<file path="config.mk">
export PLATFORM = sky130hd
export DESIGN_NAME = lcd_sync_gen
export DESIGN_NICKNAME = d
export VERILOG_FILES = /design/src/rtl/lcd_sync_pkg.sv /design/src/rtl/lcd_sync_regs.sv /design/src/rtl/lcd_sync_timing.sv /design/src/rtl/lcd_sync_out.sv /design/src/rtl/lcd_sync_gen.sv
export SDC_FILE = /design/constraint.sdc
export NUM_CORES = 1
export LEC_CHECK = 0
export ABC_AREA = 1
export BUFFER_PORTS_ARGS = -buffer_cell sky130_fd_sc_hd__buf_2
export CAP_MARGIN = 10
export CORE_MARGIN = 10
export CORE_UTILIZATION = 50
export DETAILED_ROUTE_END_ITERATION = 10
export GPL_TIMING_DRIVEN = 0
export PLACE_DENSITY = 0.66
export SLEW_MARGIN = 30
export SYNTH_ARGS = -nofsm -noshare
export SYNTH_HDL_FRONTEND = slang
export SYNTH_SLANG_ARGS = --single-unit
</file>
<file path="constraint.sdc">
create_clock -name clk -period 9.8 [get_ports clk]
set_clock_uncertainty 0.2 [all_clocks]
set_input_delay 1.96 -clock clk [delete_from_list [all_inputs] [get_ports clk]]
set_output_delay 1.96 -clock clk [all_outputs]
set_load 0.02 [all_outputs]
</file>
<file path="src/rtl/lcd_sync_pkg.sv">
`timescale 1ns/1ps
package lcd_sync_pkg;

    localparam int POS_W = 16;

    localparam int A_CFG   = 0;
    localparam int A_HSYNC = 1;
    localparam int A_VSYNC = 2;
    localparam int A_TOTAL = 3;
    localparam int A_HWIN  = 4;
    localparam int A_VWIN  = 5;
    localparam int A_CTRL  = 6;

    localparam int CFG_INV_V    = 8;
    localparam int CFG_INV_DE   = 9;
    localparam int CFG_INV_PCLK = 10;
    localparam int CFG_INV_H    = 11;

    localparam int CTRL_RUN  = 3;
    localparam int CTRL_STOP = 4;

    localparam logic [3:0] MODE_SERIAL = 4'hC;

    typedef logic [POS_W-1:0] pos_t;

    typedef struct packed {
        pos_t s;
        pos_t e;
    } span_t;

    typedef struct packed {
        logic [3:0] mode;
        logic       inv_v;
        logic       inv_de;
        logic       inv_pclk;
        logic       inv_h;
        span_t      hs;
        span_t      vs;
        span_t      hwin;
        span_t      vwin;
        pos_t       htot;
        pos_t       vtot;
    } tset_t;

endpackage

</file>
<file path="src/rtl/lcd_sync_regs.sv">
`timescale 1ns/1ps
module lcd_sync_regs
    import lcd_sync_pkg::*;
#(
    parameter int ADDR_W = 3
) (
    input  logic              clk,
    input  logic              rst_n,
    input  logic              wr_en,
    input  logic [ADDR_W-1:0] wr_addr,
    input  logic [31:0]       wr_data,
    output tset_t             shadow,
    output logic              cmd_run,
    output logic              cmd_stop
);

    tset_t shd_d, shd_q;
    logic  hit_ctrl;

    always_comb begin
        shd_d    = shd_q;
        hit_ctrl = 1'b0;
        if (wr_en) begin
            if (wr_addr == ADDR_W'(A_CFG)) begin
                shd_d.mode     = wr_data[3:0];
                shd_d.inv_v    = wr_data[CFG_INV_V];
                shd_d.inv_de   = wr_data[CFG_INV_DE];
                shd_d.inv_pclk = wr_data[CFG_INV_PCLK];
                shd_d.inv_h    = wr_data[CFG_INV_H];
            end else if (wr_addr == ADDR_W'(A_HSYNC)) begin
                shd_d.hs = span_t'(wr_data);
            end else if (wr_addr == ADDR_W'(A_VSYNC)) begin
                shd_d.vs = span_t'(wr_data);
            end else if (wr_addr == ADDR_W'(A_TOTAL)) begin
                shd_d.htot = wr_data[31:16];
                shd_d.vtot = wr_data[15:0];
            end else if (wr_addr == ADDR_W'(A_HWIN)) begin
                shd_d.hwin = span_t'(wr_data);
            end else if (wr_addr == ADDR_W'(A_VWIN)) begin
                shd_d.vwin = span_t'(wr_data);
            end else if (wr_addr == ADDR_W'(A_CTRL)) begin
                hit_ctrl = 1'b1;
            end
        end
        cmd_stop = hit_ctrl && wr_data[CTRL_STOP];
        cmd_run  = hit_ctrl && wr_data[CTRL_RUN] && !wr_data[CTRL_STOP];
    end

    always_ff @(posedge clk or negedge rst_n) begin
        if (!rst_n) begin
            shd_q <= '0;
        end else begin
            shd_q <= shd_d;
        end
    end

    assign shadow = shd_q;


    cfg_reset_chk: assert property (@(posedge clk) disable iff (!rst_n)
        $rose(rst_n) |-> (shd_q == '0));

endmodule

</file>
<file path="src/rtl/lcd_sync_timing.sv">
`timescale 1ns/1ps
module lcd_sync_timing
    import lcd_sync_pkg::*;
(
    input  logic  clk,
    input  logic  rst_n,
    input  tset_t shadow,
    input  logic  cmd_run,
    input  logic  cmd_stop,
    output logic  running,
    output pos_t  hcnt,
    output pos_t  vcnt,
    output pos_t  xcnt,
    output tset_t active
);

    typedef struct packed {
        logic       run;
        logic       stop;
        pos_t       h;
        pos_t       v;
        pos_t       x;
        logic [1:0] ph;
        tset_t      act;
    } st_t;

    st_t d, q;

    logic [POS_W:0] h_next, v_next;
    logic           h_last, v_last, f_last, in_hwin, serial;

    function automatic tset_t stretch(input tset_t s);
        tset_t r;
        pos_t  w;
        pos_t  w2;
        r  = s;
        w  = s.hwin.e - s.hwin.s;
        w2 = {w[POS_W-2:0], 1'b0};
        if (s.mode == MODE_SERIAL) begin
            r.hwin.e = s.hwin.e + w2;
            r.htot   = s.htot + w2;
        end
        return r;
    endfunction

    always_comb begin
        h_next  = {1'b0, q.h} + (POS_W+1)'(1);
        v_next  = {1'b0, q.v} + (POS_W+1)'(1);
        h_last  = h_next >= {1'b0, q.act.htot};
        v_last  = v_next >= {1'b0, q.act.vtot};
        f_last  = h_last && v_last;
        in_hwin = (q.h >= q.act.hwin.s) && (q.h < q.act.hwin.e);
        serial  = q.act.mode == MODE_SERIAL;

        d = q;
        if (!q.run) begin
            if (cmd_run) begin
                d.run  = 1'b1;
                d.stop = 1'b0;
                d.h    = '0;
                d.v    = '0;
                d.x    = '0;
                d.ph   = '0;
                d.act  = stretch(shadow);
            end
        end else begin
            if (f_last) begin
                d.h  = '0;
                d.v  = '0;
                d.x  = '0;
                d.ph = '0;
                if (q.stop) begin
                    d.run  = 1'b0;
                    d.stop = 1'b0;
                end else begin
                    d.act = stretch(shadow);
                end
            end else if (h_last) begin
                d.h  = '0;
                d.v  = q.v + POS_W'(1);
                d.x  = '0;
                d.ph = '0;
            end else begin
                d.h = q.h + POS_W'(1);
                if (in_hwin) begin
                    if (serial) begin
                        if (q.ph == 2'd2) begin
                            d.ph = '0;
                            d.x  = q.x + POS_W'(1);
                        end else begin
                            d.ph = q.ph + 2'd1;
                        end
                    end else begin
                        d.x = q.x + POS_W'(1);
                    end
                end
            end
            if (cmd_stop) begin
                d.stop = 1'b1;
            end else if (cmd_run) begin
                d.stop = 1'b0;
            end
        end
    end

    always_ff @(posedge clk or negedge rst_n) begin
        if (!rst_n) begin
            q <= '0;
        end else begin
            q <= d;
        end
    end

    assign running = q.run;
    assign hcnt    = q.h;
    assign vcnt    = q.v;
    assign xcnt    = q.x;
    assign active  = q.act;


    h_range_chk: assert property (@(posedge clk) disable iff (!rst_n)
        (q.run && q.act.htot != '0) |-> (q.h < q.act.htot));


    stop_frame_end_chk: assert property (@(posedge clk) disable iff (!rst_n)
        $fell(q.run) |-> $past(f_last));


    start_origin_chk: assert property (@(posedge clk) disable iff (!rst_n)
        $rose(q.run) |-> (q.h == '0 && q.v == '0));


    act_load_chk: assert property (@(posedge clk) disable iff (!rst_n)
        (q.run && !$stable(q.act)) |-> (q.h == '0 && q.v == '0));

endmodule

</file>
<file path="src/rtl/lcd_sync_out.sv">
`timescale 1ns/1ps
module lcd_sync_out
    import lcd_sync_pkg::*;
(
    input  logic  clk,
    input  logic  rst_n,
    input  logic  running,
    input  pos_t  hcnt,
    input  pos_t  vcnt,
    input  pos_t  xcnt,
    input  tset_t active,
    output logic  hsync,
    output logic  vsync,
    output logic  de,
    output logic  pclk_falling,
    output pos_t  pix_x,
    output pos_t  pix_y,
    output logic  line_start,
    output logic  frame_start
);

    logic hs_act, vs_act, de_act, in_h, in_v;
    logic unused_fields;

    assign unused_fields = ^{active.htot, active.vtot, active.mode};

    always_comb begin
        in_h   = (hcnt >= active.hwin.s) && (hcnt < active.hwin.e);
        in_v   = (vcnt >= active.vwin.s) && (vcnt < active.vwin.e);
        hs_act = running && (hcnt >= active.hs.s) && (hcnt < active.hs.e);
        vs_act = running && (vcnt >= active.vs.s) && (vcnt < active.vs.e);
        de_act = running && in_h && in_v;

        hsync        = hs_act ^ active.inv_h;
        vsync        = vs_act ^ active.inv_v;
        de           = de_act ^ active.inv_de;
        pclk_falling = active.inv_pclk;
        pix_x        = de_act ? xcnt : '0;
        pix_y        = de_act ? (vcnt - active.vwin.s) : '0;
        line_start   = running && (hcnt == '0);
        frame_start  = running && (hcnt == '0) && (vcnt == '0);
    end


    idle_level_chk: assert property (@(posedge clk) disable iff (!rst_n)
        !running |-> (hsync == active.inv_h && vsync == active.inv_v &&
                      de == active.inv_de && !line_start && !frame_start));


    strobe_nest_chk: assert property (@(posedge clk) disable iff (!rst_n)
        frame_start |-> line_start);


    row_bound_chk: assert property (@(posedge clk) disable iff (!rst_n)
        de_act |-> (pix_y < (active.vwin.e - active.vwin.s)));

endmodule

</file>
<file path="src/rtl/lcd_sync_gen.sv">
`timescale 1ns/1ps
module lcd_sync_gen
    import lcd_sync_pkg::*;
#(
    parameter int ADDR_W = 3
) (
    input  logic              clk,
    input  logic              rst_n,
    input  logic              wr_en,
    input  logic [ADDR_W-1:0] wr_addr,
    input  logic [31:0]       wr_data,
    output logic              hsync,
    output logic              vsync,
    output logic              de,
    output logic              pclk_falling,
    output logic [15:0]       pix_x,
    output logic [15:0]       pix_y,
    output logic              line_start,
    output logic              frame_start
);

    tset_t shadow, active;
    logic  cmd_run, cmd_stop, running;
    pos_t  hcnt, vcnt, xcnt;

    lcd_sync_regs #(.ADDR_W(ADDR_W)) u_regs (
        .clk      (clk),
        .rst_n    (rst_n),
        .wr_en    (wr_en),
        .wr_addr  (wr_addr),
        .wr_data  (wr_data),
        .shadow   (shadow),
        .cmd_run  (cmd_run),
        .cmd_stop (cmd_stop)
    );

    lcd_sync_timing u_timing (
        .clk      (clk),
        .rst_n    (rst_n),
        .shadow   (shadow),
        .cmd_run  (cmd_run),
        .cmd_stop (cmd_stop),
        .running  (running),
        .hcnt     (hcnt),
        .vcnt     (vcnt),
        .xcnt     (xcnt),
        .active   (active)
    );

    lcd_sync_out u_out (
        .clk          (clk),
        .rst_n        (rst_n),
        .running      (running),
        .hcnt         (hcnt),
        .vcnt         (vcnt),
        .xcnt         (xcnt),
        .active       (active),
        .hsync        (hsync),
        .vsync        (vsync),
        .de           (de),
        .pclk_falling (pclk_falling),
        .pix_x        (pix_x),
        .pix_y        (pix_y),
        .line_start   (line_start),
        .frame_start  (frame_start)
    );

endmodule

</file>
== After elaboration in Yosys (flattened, before gate mapping) ==
Index checks and enable logic that the tools add are counted.
Word-level totals
  flip-flop bits (word level): 388
  input bits: 38
Cells by class
  add/sub/neg operators: 10
  order comparisons: 10
  equal/unequal tests: 15
  muxes and demuxes: 29
  bitwise operators: 8
  reduce and logical (&&, ||, !) cells: 31
Operators by type and width (count)
  two-way mux 220 bit: 2
  two-way mux 168 bit: 2
  two-way mux 16 bit: 8
  >= comparator 16 bit: 4
  < comparator 16 bit: 4
  two-way mux 50 bit: 1
  adder 16 x 1 -> 16 bit, second input constant: 3
  two-way mux 18 bit: 2
  adder 16 x 1 -> 17 bit, second input constant: 2
  >= comparator 17 x 16 -> 1 bit: 2
  adder 16 bit: 2
  logical NOT 16 bit: 2
  subtractor 16 bit: 1
  subtractor 15 bit: 1
  logical AND 1 bit: 14
  AND reduction 3 bit: 4
  two-way mux 1 bit: 10
  equality test 3 bit, second input constant: 3
  equality test 4 bit, second input constant: 2
  two-way mux 2 bit: 4
  AND reduction 7 bit: 1
  equality test 3 x 2 -> 1 bit, second input constant: 2
  AND reduction 2 bit: 3
  AND reduction 6 bit: 1
  16 further kinds: 23

== Longest topological paths before layout ==
  depth after elaboration: 14
  gate-level depth with buffers: 30

== Modules after synthesis ==
A second synthesis with hierarchy kept.
Unflattened totals
  cell total of the unflattened synthesis: 3488
  area, all modules: 26405.3 µm²
Modules (own cells, without submodules)
  lcd_sync_timing: instances 1, cells an instance 2056, area an instance 15523.6 µm², seq. area each 5505.3 µm²
  lcd_sync_regs: instances 1, cells an instance 741, area an instance 6585.1 µm², seq. area each 4204.0 µm²
  lcd_sync_out: instances 1, cells an instance 691, area an instance 4296.6 µm², seq. area each 0.0 µm²

== Worst setup path before layout ==
No wires, ideal clock.
  path type: register to output
  from: register u_timing.q, in the netlist u_timing.vcnt[5]
  to: output pix_y[5]
  arrival time: 2.455 ns
  required time: 7.640 ns
  path slack: 5.185 ns
  stages on the path, launching flop included: 12
  path buffers: 1
  path through: dfrtp_1 -> ha_1 -> inv_1 -> o21ai_0 -> a21oi_1 -> o21ai_1 -> nand2_1 -> nand3_1 -> nand2_1 -> nand3b_1 -> buf_2 -> nor3_1
On the way
  longest elaborated chain between the ends: 4
  elaborated cells between the ends (all ways): 6
  those cells by class: add/sub: 1; order compare: 2; mux: 1; reduce/logical: 2
RTL lines
  from (decl): line lcd_sync_timing.sv:27  | st_t d, q;
  from (signal assigned): line lcd_sync_timing.sv:108  | q <= '0;
  from (signal assigned): line lcd_sync_timing.sv:110  | q <= d;
  >= comparator 16 bit or < comparator 16 bit (tied branches): line lcd_sync_out.sv:29  | in_v = (vcnt >= active.vwin.s) && (vcnt < active.vwin.e);
  logical AND 1 bit: line lcd_sync_out.sv:29
  logical AND 1 bit: line lcd_sync_out.sv:32  | de_act = running && in_h && in_v;
  two-way mux 16 bit (*): line lcd_sync_out.sv:39  | pix_y = de_act ? (vcnt - active.vwin.s) : '0;
  to (decl): line lcd_sync_gen.sv:17  | output logic [15:0] pix_y,
Every way passes the cells marked *; elsewhere a longest branch is shown, timed or not.

== Final worst setup path ==
  from: register u_timing.q, in the netlist u_timing.vcnt[0]
  to: output pix_y[9]
Same word-level chain as after synthesis.

==> results.toml <==
[worst_setup_path]
critPathArrivalTime_ns = 4.25
worstPathBufferInverterCount = 4
r2r_end = "u_timing.active[83]"
crit_top_cell = "nand2_1"
cp_slowest_stage_delay_ns = 0.55
worstSetupPathType = "reg -> out"
crit_slowest_cell = "clkbuf_1"
required_ns = 7.64
ff2ff_setup_slack_ns = 5.08
cp_top_family = "simple AND/OR/NAND/NOR gates"
path_cells = "inv_1 -> ha_1 -> inv_1 -> fa_1 -> nand3_1 -> nand2_1 -> a21oi_1 -> o21ai_1 -> nand2_1 -> nand3_1 -> nand2_1 -> nand3b_1 -> clkbuf_1 -> nor2_1 -> buf_2"
endpoint_kind = "primary output"
reg2reg_from = "u_timing.vcnt[1]"
r2r_cells = 20
start_kind = "register"
cp_max_fo = 10

[routing]
vias_per_cell = 5.55
ant_nets = 0
wl_per_cell_um = 19.4
firstDrtPassIters = 5
drc_errors = 0
routed_wl_um = 71300
vias = 20300
drt_iter0_markers = 1867

[job]
max_cap_viol_count = 0

[hold_path]
min_delay_path_depth = 2
whs_endpoint = "u_timing.active[9]"
hp-start = "u_timing.active[9]"
hold_path.class = "reg -> reg"

[cells_and_area]
fin_area_mm2 = 0.0256
layout-drive-gt1-share_pct = 7.80
final_common_cell = "nand2_1"
synthToLayoutAreaGrowth_pct = 11.9
nets = 3287
n_fill_cell = 4198
layout_common_cells = "835 x nand2_1, 388 x dfrtp_1, 372 x inv_1, 277 x o21ai_0, 233 x nand3_1"

[logic_synthesis]
synth-seq-cells = 388
syn-cell-area_mm2 = 0.0229
yosys.cell_types.count = 48
yosys_warnings = 0
synth_area_per_cell_um2 = 7.85
ys_seq_area_share_pct = 42.4
syn_nets = 3163
synth_cells = 2914

[sta]
hold_violations = 0
max_freq_mhz = 156
final_max_slew_viol_count = 0
relSlewSlack_pct = 47.2
period_minus_slack_ns = 6.41
finalSetupViolations = 0
finalCritPeriodShare_pct = 65.4
tns_ns = 0
rsz0062_at_grt = "no"
tightest_slew_ns = 0.784

[place]
gp_congestion = 0.928
hpwl_um = 55400
placed_cell_area_mm2 = 0.0242
portBuffers = 75

[clock_tree]
cts_resized = 0
cts.path.max_buffers = 3
clock_latency_ns = 0.59
cts-hold-fix-buffers = 0
cts_buffers = 42
ctsHtreeMaxLevel = 2
cts-root-buf = "clkbuf_16"
clk_pin_slew_ns = 0.06
cts_sinks = 388
cts_tree = "done"
post_cts_buffers = 0

[global_route]
first_global_vias = 19600
antenna_found_initial = 5
gr-usage-all-layers_pct = 26.0
grt_overflow = 0
grt_pass1_wl_um = 110000
grt_max_degree = 77

[pwr]
vdd_drop_max_mv = 0.142
power_density_mw_per_mm2 = 297
p_leak_nw = 13.7

[status]
status = "finished, final reports clean"

[floorplan]
initial_core_util_pct = 50.5
die-height_um = 234
coreArea_mm2 = 0.0453
dieArea_mm2 = 0.0547
io_pins = 76
die_x_um = 234
row_count = 78
-- worst max path at each step --
stage | startpoint | to | slack, ns | cells after the start
4_1_cts | u_timing.vcnt[0] | pix_x[0] | 3.42 | 15
5_1_grt | u_timing.vcnt[0] | pix_y[10] | 3.13 | 15
6_report | u_timing.vcnt[0] | pix_y[9] | 3.39 | 15
3_5_place_dp | u_timing.vcnt[0] | pix_x[0] | 4.03 | 15
2_1_floorplan | u_timing.vcnt[5] | pix_y[5] | 5.19 | 11
3_3_place_gp | rst_n | u_regs.shadow[107] | -0.90 | 1
-- cell families (layout without fill, tap and decap cells) --
| logic type | count (synthesis) | in the layout | share of synthesized area [%] |
|---|---|---|---|
| buf+inv | 481 | 632 | 8.65 |
| fa+ha+maj | 211 | 211 | 11.7 |
| mux | 5 | 5 | 0.219 |
| flops | 388 | 388 | 42.4 |
| compound gates | 465 | 465 | 10.8 |
| other cells | 0 | 1 | 0 |
| simple gates | 1303 | 1303 | 24.0 |
| xor+xnor | 61 | 61 | 2.33 |
-- where the power goes --
part | total (mW) | leakage [nW] | internal, mW | switching [mW]
Clock | 1.67 | 0.699 | 1.01 | 0.663
Sequential | 2.49 | 4.99 | 2.10 | 0.391
Combinational | 3.45 | 8.01 | 1.22 | 2.23
Total | 7.61 | 13.7 | 4.32 | 3.29
-- metrics by stage --
step	utilization [%]	power [mW]	worst slack, ns	std cells	hold WS (ns)
floorplan	-	4.87	5.19	2914	0.242
global placement	53.0	5.78	-0.901	3589	0.255
detailed placement	53.4	5.90	4.03	3594	0.258
CTS	56.5	7.59	3.42	3665	0.273
global route	56.5	8.22	3.13	3665	0.292
finish	56.5	7.61	3.39	3666	0.269
-- state kept, by name, summed over array words and instances (netlist names) --
name              count
u_timing.q            3
u_regs.shadow       168
u_timing.xcnt        16
u_timing.active     168
u_timing.running      1
u_timing.hcnt        16
u_timing.vcnt        16
-- worst min-delay path: stages (launching register included) --
cell     delay, ns
dfrtp_1       0.34
nand2_1       0.06
nand2_1       0.05
-- cell usage after synthesis, drive strengths merged --
library cell / n / area share [%]
and3: 2 / 0.055
ha: 207 / 11
xor2: 43 / 1.6
a21o: 6 / 0.20
mux2i: 5 / 0.22
o211ai: 13 / 0.43
or2: 13 / 0.36
a31oi: 5 / 0.14
a21boi: 2 / 0.066
dfrtp: 388 / 42
a211oi: 1 / 0.033
nand4: 29 / 0.79
nand2: 845 / 14
o21ai: 281 / 6.2
nor3b: 1 / 0.033
buf: 55 / 1.7
o21bai: 7 / 0.23
nor3: 32 / 0.74
fa: 4 / 0.35
nand3: 235 / 5.2
a31o: 1 / 0.038
o21a: 7 / 0.24
nor2: 131 / 2.2
o22ai: 8 / 0.22
nand3b: 6 / 0.20
nor4: 8 / 0.22
nor4b: 1 / 0.038
clkbuf: 48 / 0.79
a22oi: 2 / 0.066
inv: 378 / 6.2
a21oi: 130 / 2.9
xnor2: 18 / 0.69
o31ai: 1 / 0.033
a2111oi: 1 / 0.038
-- layout make-up --
type | instances | area (µm²) | share of cell area [%]
Clock inverter | 13 | 244 | 0.953
Buffer | 103 | 561 | 2.19
Tap cell | 600 | 751 | 2.93
Antenna cell | 1 | 2.50 | 0.00977
Sequential cell | 388 | 9710 | 37.9
Inverter | 378 | 1420 | 5.54
Multi-Input combinational cell | 2045 | 11200 | 43.8
Timing Repair Buffer | 80 | 523 | 2.04
Clock buffer | 58 | 1190 | 4.66
-- layer usage --
| metal | GRT usage, % | up-vias | wire length (µm) |
|---|---|---|---|
| li1 | - | 9695 | - |
| met1 | 36.5 | 9796 | 32200 |
| met2 | 40.3 | 718 | 31300 |
| met3 | 3.95 | 134 | 5300 |
| met4 | 9.35 | 0 | 2440 |
| met5 | 0 | - | 0 |
Power figures use the tool's default switching activity.
